## config.mk

```make
export PLATFORM = sky130hd
export DESIGN_NAME = sar_serial_out
export DESIGN_NICKNAME = d
export VERILOG_FILES = /design/src/rtl/sar_so_pkg.sv /design/src/rtl/sar_so_seq.sv /design/src/rtl/sar_so_resbuf.sv /design/src/rtl/sar_so_shreg.sv /design/src/rtl/sar_so_tagdly.sv /design/src/rtl/sar_so_conv_flag.sv /design/src/rtl/sar_serial_out.sv
export SDC_FILE = /design/constraint.sdc
export NUM_CORES = 1
export LEC_CHECK = 0
export BUFFER_PORTS_ARGS = -buffer_cell sky130_fd_sc_hd__buf_2
export CORE_MARGIN = 4
export CORE_UTILIZATION = 57
export CTS_CLUSTER_SIZE = 10
export DETAILED_ROUTE_END_ITERATION = 8
export HOLD_SLACK_MARGIN = 0.02
export PLACE_DENSITY = 0.82
export SLEW_MARGIN = 20
export SYNTH_ARGS = -nofsm -noshare
export SYNTH_HDL_FRONTEND = slang
export SYNTH_SLANG_ARGS = --single-unit
```

## constraint.sdc

```tcl
create_clock -name clk_i -period 4.35 [get_ports clk_i]
set_input_delay 0.2175 -clock clk_i [delete_from_list [all_inputs] [get_ports clk_i]]
set_output_delay 0.2175 -clock clk_i [all_outputs]
set_load 0.02 [all_outputs]
```

## src/rtl/sar_so_pkg.sv

```systemverilog
package sar_so_pkg;
  typedef enum logic [2:0] {
    ST_IDLE,
    ST_ARMED,
    ST_SYNC,
    ST_SHIFT,
    ST_TAG
  } so_state_e;
endpackage

```

## src/rtl/sar_so_seq.sv

```systemverilog
module sar_so_seq
  import sar_so_pkg::*;
#(
  parameter int DATA_W = 16
) (
  input  logic clk_i,
  input  logic rst_ni,
  input  logic arm_i,
  output logic ld_o,
  output logic snd_o,
  output logic tag_sel_o,
  output logic rd_busy_o
);
  localparam int CNT_W = $clog2(DATA_W);
  localparam logic [CNT_W-1:0] LAST = CNT_W'(DATA_W - 1);

  so_state_e        st_q;
  logic [CNT_W-1:0] cnt_q;

  always_ff @(posedge clk_i or negedge rst_ni) begin
    if (!rst_ni) begin
      st_q  <= ST_IDLE;
      cnt_q <= '0;
    end else begin
      case (st_q)
        ST_IDLE:  if (arm_i) st_q <= ST_ARMED;
        ST_ARMED: st_q <= ST_SYNC;
        ST_SYNC: begin
          st_q  <= ST_SHIFT;
          cnt_q <= CNT_W'(1);
        end
        ST_SHIFT: begin
          cnt_q <= cnt_q + CNT_W'(1);
          if (cnt_q == LAST) st_q <= ST_TAG;
        end
        ST_TAG:   if (arm_i) st_q <= ST_ARMED;
        default:  st_q <= ST_IDLE;
      endcase
    end
  end

  assign ld_o      = (st_q == ST_ARMED);
  assign snd_o     = (st_q == ST_SYNC) || (st_q == ST_SHIFT);
  assign tag_sel_o = (st_q == ST_TAG);
  assign rd_busy_o = ld_o || snd_o;
endmodule

```

## src/rtl/sar_so_resbuf.sv

```systemverilog
module sar_so_resbuf #(
  parameter int DATA_W = 16
) (
  input  logic              clk_i,
  input  logic              rst_ni,
  input  logic [DATA_W-1:0] res_i,
  input  logic              res_vld_i,
  input  logic              rd_busy_i,
  output logic [DATA_W-1:0] word_o
);
  logic [DATA_W-1:0] cur_q, hold_q;
  logic              pend_q;

  always_ff @(posedge clk_i or negedge rst_ni) begin
    if (!rst_ni) begin
      cur_q  <= '0;
      hold_q <= '0;
      pend_q <= 1'b0;
    end else if (res_vld_i) begin
      if (rd_busy_i) begin
        hold_q <= res_i;
        pend_q <= 1'b1;
      end else begin
        cur_q  <= res_i;
        pend_q <= 1'b0;  // newer result supersedes parked one
      end
    end else if (pend_q && !rd_busy_i) begin
      cur_q  <= hold_q;
      pend_q <= 1'b0;
    end
  end

  assign word_o = cur_q;
endmodule

```

## src/rtl/sar_so_shreg.sv

```systemverilog
module sar_so_shreg #(
  parameter int DATA_W = 16
) (
  input  logic              clk_i,
  input  logic              rst_ni,
  input  logic              ld_i,
  input  logic              fmt_i,
  input  logic [DATA_W-1:0] word_i,
  input  logic              shift_i,
  output logic              msb_o
);
  logic [DATA_W-1:0] sr_q;

  always_ff @(posedge clk_i or negedge rst_ni) begin
    if (!rst_ni) begin
      sr_q <= '0;
    end else if (ld_i) begin
      // fmt_i=0: flip sign bit for two's complement
      sr_q <= {word_i[DATA_W-1] ^ ~fmt_i, word_i[DATA_W-2:0]};
    end else if (shift_i) begin
      sr_q <= {sr_q[DATA_W-2:0], 1'b0};
    end
  end

  assign msb_o = sr_q[DATA_W-1];
endmodule

```

## src/rtl/sar_so_tagdly.sv

```systemverilog
module sar_so_tagdly #(
  parameter int DEPTH = 16
) (
  input  logic clk_i,
  input  logic rst_ni,
  input  logic tag_i,
  output logic tag_o
);
  logic [DEPTH-1:0] dl_q;

  always_ff @(posedge clk_i or negedge rst_ni) begin
    if (!rst_ni) dl_q <= '0;
    else         dl_q <= {dl_q[DEPTH-2:0], tag_i};
  end

  assign tag_o = dl_q[DEPTH-1];
endmodule

```

## src/rtl/sar_so_conv_flag.sv

```systemverilog
module sar_so_conv_flag (
  input  logic clk_i,
  input  logic rst_ni,
  input  logic start_i,
  input  logic done_i,
  output logic busy_o
);
  logic busy_q;

  always_ff @(posedge clk_i or negedge rst_ni) begin
    if (!rst_ni)                busy_q <= 1'b1;
    else if (busy_q && start_i) busy_q <= 1'b0;
    else if (!busy_q && done_i) busy_q <= 1'b1;
  end

  assign busy_o = busy_q;
endmodule

```

## src/rtl/sar_serial_out.sv

```systemverilog
module sar_serial_out #(
  parameter int DATA_W = 16
) (
  input  logic              clk_i,
  input  logic              rst_ni,
  input  logic              cs_i,
  input  logic              rc_i,
  input  logic              fmt_i,
  input  logic              tag_i,
  input  logic [DATA_W-1:0] res_i,
  input  logic              res_vld_i,
  output logic              data_o,
  output logic              sync_o,
  output logic              busy_o
);
  logic arm, start;
  logic ld, snd, tag_sel, rd_busy;
  logic [DATA_W-1:0] word;
  logic sr_msb, tag_dly;
  logic data_q, sync_q;

  assign arm   = cs_i | ~rc_i;
  assign start = ~cs_i & ~rc_i;

  sar_so_seq #(.DATA_W(DATA_W)) u_seq (
    .clk_i, .rst_ni, .arm_i(arm),
    .ld_o(ld), .snd_o(snd), .tag_sel_o(tag_sel), .rd_busy_o(rd_busy)
  );

  sar_so_resbuf #(.DATA_W(DATA_W)) u_resbuf (
    .clk_i, .rst_ni, .res_i, .res_vld_i, .rd_busy_i(rd_busy), .word_o(word)
  );

  sar_so_shreg #(.DATA_W(DATA_W)) u_shreg (
    .clk_i, .rst_ni, .ld_i(ld), .fmt_i, .word_i(word), .shift_i(snd), .msb_o(sr_msb)
  );

  sar_so_tagdly #(.DEPTH(DATA_W)) u_tagdly (
    .clk_i, .rst_ni, .tag_i, .tag_o(tag_dly)
  );

  sar_so_conv_flag u_flag (
    .clk_i, .rst_ni, .start_i(start), .done_i(res_vld_i), .busy_o
  );

  always_ff @(posedge clk_i or negedge rst_ni) begin
    if (!rst_ni) begin
      data_q <= 1'b0;
      sync_q <= 1'b0;
    end else begin
      sync_q <= ld;
      if (snd)                 data_q <= sr_msb;
      else if (tag_sel && !arm) data_q <= tag_dly;
      else                     data_q <= 1'b0;
    end
  end

  assign data_o = data_q;
  assign sync_o = sync_q;
endmodule

```

* Yosys cells after proc, flatten, opt, wreduce, memory -nomap -nowiden
Cells that the tools add are included.
Word-level totals: bits in registers 75, bits in latches 0, memory bits (writable) 0, ROM bits 0, bits of input ports 23, output and inout bits 3, word-level logic and storage cells 59, memories kept 0
Operators by class: add/sub/neg operators 1, $mul 0, div/mod/pow operators 0, magnitude comparators 0, equality and inequality tests 8, shifts and indexed selects 0, multiplexer cells 16, bitwise operators 6, reduce and logical (&&, ||, !) cells 18
Operator list (number):
- 16-bit two-way mux | 5
- 3-bit case mux with 4 select lines | 1
- 4-bit case mux with 2 select lines | 1
- 2-bit nonzero test | 4
- 1-bit two-way mux | 7
- 3-bit by 2-bit equality test with 1-bit output (second input constant) | 2
- 3-bit two-way mux | 2
- 2-bit AND reduction | 3
- 4-bit by 1-bit adder with 4-bit output (second input constant) | 1
- 4-bit equality test (second input constant) | 1
- 1-bit logical AND | 4
- 2-bit by 1-bit != test with 1-bit output (second input constant) | 2
- 3-bit by 1-bit equality test with 1-bit output (second input constant) | 1
- 3-bit equality test (second input constant) | 1
- 1-bit zero test | 3
- 3-bit zero test | 1
- 1-bit inverter | 3
- 1-bit logical OR | 2
- 2-bit != test (second input constant) | 1
- 2-bit OR reduction | 1
- 1-bit bitwise AND | 1
- 1-bit bitwise OR | 1
- 1-bit XOR | 1

* Logic depth before layout (Yosys ltp)
word-level depth 7, gate-level depth with buffers 6, depth with buffers taken out 4

* Cells and area by module
A second synthesis with hierarchy kept.
Unflattened totals: cells, all modules 252, area total of the unflattened synthesis 3086.7 um^2
By module, submodules not included:
- sar_so_resbuf | times used 1, cells each 117, area an instance 1451.4 um^2, sequential area each 825.8 um^2
- sar_so_shreg | times used 1, cells each 69, area an instance 750.7 um^2, sequential area each 400.4 um^2
- sar_so_tagdly | times used 1, cells each 16, area an instance 400.4 um^2, sequential area each 400.4 um^2
- sar_so_seq | times used 1, cells each 40, area an instance 361.6 um^2, sequential area each 175.2 um^2
- sar_serial_out | times used 1, cells each 7, area an instance 87.6 um^2, sequential area each 50.0 um^2
- sar_so_conv_flag | times used 1, cells each 3, area an instance 35.0 um^2, sequential area each 26.3 um^2

* Worst setup path after synthesis
OpenSTA, ideal clock, no wires.
path type reg-to-reg, from register u_seq.st_q[1], to register u_resbuf.cur_q[10], in the netlist u_resbuf.word_o[10], library setup time 0.125 ns, arrival 1.439 ns, data required time 4.225 ns, setup slack 2.787 ns, stages on the path, launching flop included 6, path buffers 2, period minus slack after synthesis 1.563 ns, path through dfrtp_1 -> o21bai_2 -> o21a_1 -> buf_4 -> buf_4 -> mux2_2
Between the ends: cells in the longest elaborated chain, start to end 7, elaborated cells between the ends (all ways) 10, those cells by class eq/ne: 4; reduce/logical: 6
Ends and longest elaborated chain:
- start, declared | line sar_so_seq.sv:17 | so_state_e st_q;
- start signal, assigned | line sar_so_seq.sv:22 | st_q <= ST_IDLE;
- start signal, assigned | line sar_so_seq.sv:26 | ST_IDLE: if (arm_i) st_q <= ST_ARMED;
- start signal, assigned | line sar_so_seq.sv:27 | ST_ARMED: st_q <= ST_SYNC;
- 3-bit by 2-bit equality test with 1-bit output | line sar_so_seq.sv:43 | assign snd_o = (st_q == ST_SYNC) || (st_q == ST_SHIFT);
- 1-bit logical OR | line sar_so_seq.sv:43
- 1-bit logical OR (*) | line sar_so_seq.sv:45 | assign rd_busy_o = ld_o || snd_o;
- 1-bit zero test | line sar_so_resbuf.sv:27 | end else if (pend_q && !rd_busy_i) begin
- 1-bit logical AND | line sar_so_resbuf.sv:27
- 2-bit nonzero test (no source line)
- 2-bit AND reduction (no source line) (*)
- end signal, assigned | line sar_so_resbuf.sv:24 | cur_q <= res_i;
- end signal, assigned | line sar_so_resbuf.sv:28 | cur_q <= hold_q;
- end, declared | line sar_so_resbuf.sv:11 | logic [DATA_W-1:0] cur_q, hold_q;
Mark *: on every way between the ends. The rest lies on a longest branch, timed or not. A chain may end at the register's enable or synchronous reset.

* Worst setup path after layout
from register u_seq.st_q[1], to register u_resbuf.hold_q[2]
Between the ends: cells in the longest elaborated chain, start to end 4, elaborated cells between the ends (all ways) 6, those cells by class eq/ne: 3; reduce/logical: 3
Ends and longest elaborated chain:
- 3-bit by 2-bit equality test with 1-bit output | line sar_so_seq.sv:43
- 1-bit logical OR | line sar_so_seq.sv:43
- 1-bit logical OR (*) | line sar_so_seq.sv:45
- 2-bit AND reduction (no source line) (*)
- end signal, assigned | line sar_so_resbuf.sv:21 | hold_q <= res_i;
- end, declared | line sar_so_resbuf.sv:11
Marked as above.

==> impl_metrics.toml <==
[placement]
placed_cells_incl_taps = 307
hpwl_mm = 3.511
pre_cts_ws_ns = 1.953
gp_congestion = 0.8013
placement.io_buffers = 25
placed_area_um2 = 3211

[final_layout]
fill_cells = 348
fin_area_um2 = 3501
nets = 274
areaGrowthSynthToFinish_pct = 13.93
drive_gt1_share_pct = 36.08
fin_cells = 325
antenna_cells = 0

[synthesis]
yosysTopAreaCell = "dfrtp_1"
synth_ff_type = "dfrtp_1"
ys_types = 32
post-synth-top-area-fraction_pct = 60.26
ys_warn_count = 0
synth_area_um2 = 3073
avgSynthCellArea_um2 = 13.60
seq_area_frac_synth_pct = 61.12
syn_inst = 226
ys_seq_elements = 75
synthTopCellsByArea = "dfrtp_1 (60%), mux2_2 (14%), a22oi_1 (6.1%)"
synth_edf_count = 0
synth_nets = 250
async_reset_ff_share_pct = 100.0

[grt]
gr-total-overflow = 0
grt_max_degree = 57
grt_pass1_vias = 1948
grt_pass1_wl_mm = 9.563
antenna_found_initial = 0
grt_usage_pct = 19.58

[routing]
drtPass1Iterations = 4
avgViaCountPerCell = 5.668
vias = 1842
postRouteAntennaNets = 0
wl_per_cell_um = 17.08
drtIter0Drc = 137
route.detailed.drc = 0
wl_mm = 5.550

[timing]
fmax_mhz = 415.1
finalMaxSlewViolations = 0
hold_viol_final = 0
finalCritPeriodShare_pct = 55.38
setup_viol = 0
period_minus_slack_ns = 2.409
slew_headroom_pct = 31.74
finalSetupTns_ns = 0
rsz0062_at_grt = "false"
worst_slew_pin_slew_ns = 1.022
skew_ns = 0.009299
fin_ws_ns = 1.941

[setup_path]
worstPathArrival_ns = 2.64
crit_type = "reg -> reg"
crit_fanout = 24
cp-start-kind = "flop"
end_kind = "flop"
worst_ep_required_time_ns = 4.58

[floorplanning]
start_util_pct = 59.41
die_x_um = 81.43
core-area_um2 = 5172
io_pins = 26
row_count = 26
die_area_um2 = 6630
die_h_um = 81.43

[clocking]
tritoncts = "done"
insertion_delay_ns = 0.34
clk_pin_slew_ns = 0.08
ctsResizeCount = 0
clk_root_buffer_cell = "clkbuf_8"
htreeDepth = 3
clock_sinks = 75
cts_buffers = 9
cts_buffer_depth = 2

[pwr]
leakage_nw = 1.589
switching_share_pct = 29.54
clkPwrFrac_pct = 31.4
seq_power_share_pct = 46.6
p_sw_mw = 0.6665
combPwrFrac_pct = 22.0
vdd_drop_max_mv = 0.3839
p_int_mw = 1.590
power_density_nw_per_um2 = 644.5

[status]
outcome = "finished clean"

[flow_run]
drv_cap = 0

[hold_path]
min_path_type = "in -> reg"
[area by class of cell]
cell class	instances	area (um2)	area share (%)
Timing Repair Buffer	28	152.6	4.360
Tap cell	70	87.58	2.502
Clock inverter	7	146.4	4.182
Inverter	3	11.26	0.3217
Multi-Input combinational cell	133	1101	31.45
Sequential cell	75	1878	53.65
Clock buffer	9	123.9	3.538
[cells in the final DEF (no fill, tap or decap), types with 2 or more instances in the layout]
cell type	instances
dfrtp_1	74
mux2_2	38
a22oi_1	25
buf_2	25
o21ai_0	21
nand2_1	12
mux2_4	10
clkbuf_8	9
nor2b_1	4
nand3_1	4
bufinv_16	4
inv_1	3
nor2_1	3
inv_6	3
dlygate4sd3_1	2
[power groups by stage]
stage / clock (mW) / combinational (mW) / sequential [mW]
3_3_place_gp: 0 / 0.465 / 1.05
2_1_floorplan: 0 / 0.412 / 1.00
4_1_cts: 0.723 / 0.500 / 1.05
6_report: 0.709 / 0.496 / 1.05
3_5_place_dp: 0 / 0.494 / 1.06
5_1_grt: 0.759 / 0.562 / 1.08
[cells in the mapped netlist, drive strengths merged (3+ instances only)]
library cell / instances
dfrtp: 74
mux2: 48
a22oi: 25
o21ai: 21
nand2: 12
buf: 9
clkbuf: 6
nand3: 4
nor2b: 4
inv: 3
nor2: 3
[cells by family after synthesis]
group,synth area share [%]
XOR/XNOR,0.2851
adder cells (fa/ha/maj),0.4071
flip-flops,61.12
buffers and inverters,3.053
AO/OA/AOI/OAI,11.73
multiplexers,18.81
AND/OR/NAND/NOR,4.601
[routing by layer]
layer | vias to the layer above | wire [um] | track usage [%]
met2 | 46 | 2773 | 29.48
met5 | - | 0 | 0
met3 | 4 | 247 | 5.263
li1 | 866 | - | -
met1 | 926 | 2480 | 26.87
met4 | 0 | 50 | 8.446
[timing repair]
| action | 4_1_cts | 5_1_grt |
|---|---|---|
| hold buffers | 2 | 0 |
| hold endpoints to repair | 19 | 0 |
| setup buffers | 0 | 0 |
[registers in the layout (all words and copies together), names as in the netlist]
register / cells
u_shreg.sr_q: 16
data_o: 1
u_flag.busy_o: 1
u_tagdly.dl_q: 16
u_seq.st_q: 3
u_resbuf.word_o: 16
u_resbuf.hold_q: 16
sync_o: 1
u_resbuf.pend_q: 1
u_seq.cnt_q: 4
[final timing paths]
path                                  start                   to  slack, ns  cells after the start
max                           u_seq.st_q[1]   u_resbuf.hold_q[2]       1.94                      3
min                                res_i[8]   u_resbuf.hold_q[8]       0.11                      2
max reg2reg                   u_seq.st_q[1]   u_resbuf.hold_q[2]       1.94                      3
min reg2reg                u_tagdly.dl_q[9]    u_tagdly.dl_q[10]       0.36                      0
max in group asynchronous            rst_ni      u_shreg.sr_q[1]       2.96                      3
min in group asynchronous            rst_ni  u_resbuf.hold_q[10]       0.35                      2
[critical path: stages (launching register included)]
cell	delay, ns
dfrtp_1	0.64
o21bai_2	0.42
or2_1	0.80
mux2_2	0.43
[per-stage QoR]
stage,hold WS [ns],power [mW],util [%]
after CTS,0.09480,2.273,67.68
final,0.1119,2.256,67.68
after floorplan,-0.07809,1.415,-
after global placement,0.1870,1.512,62.07
after global routing,0.08584,2.398,67.68
after detailed placement,0.1884,1.552,62.07
(Power assumes the default switching activity.)
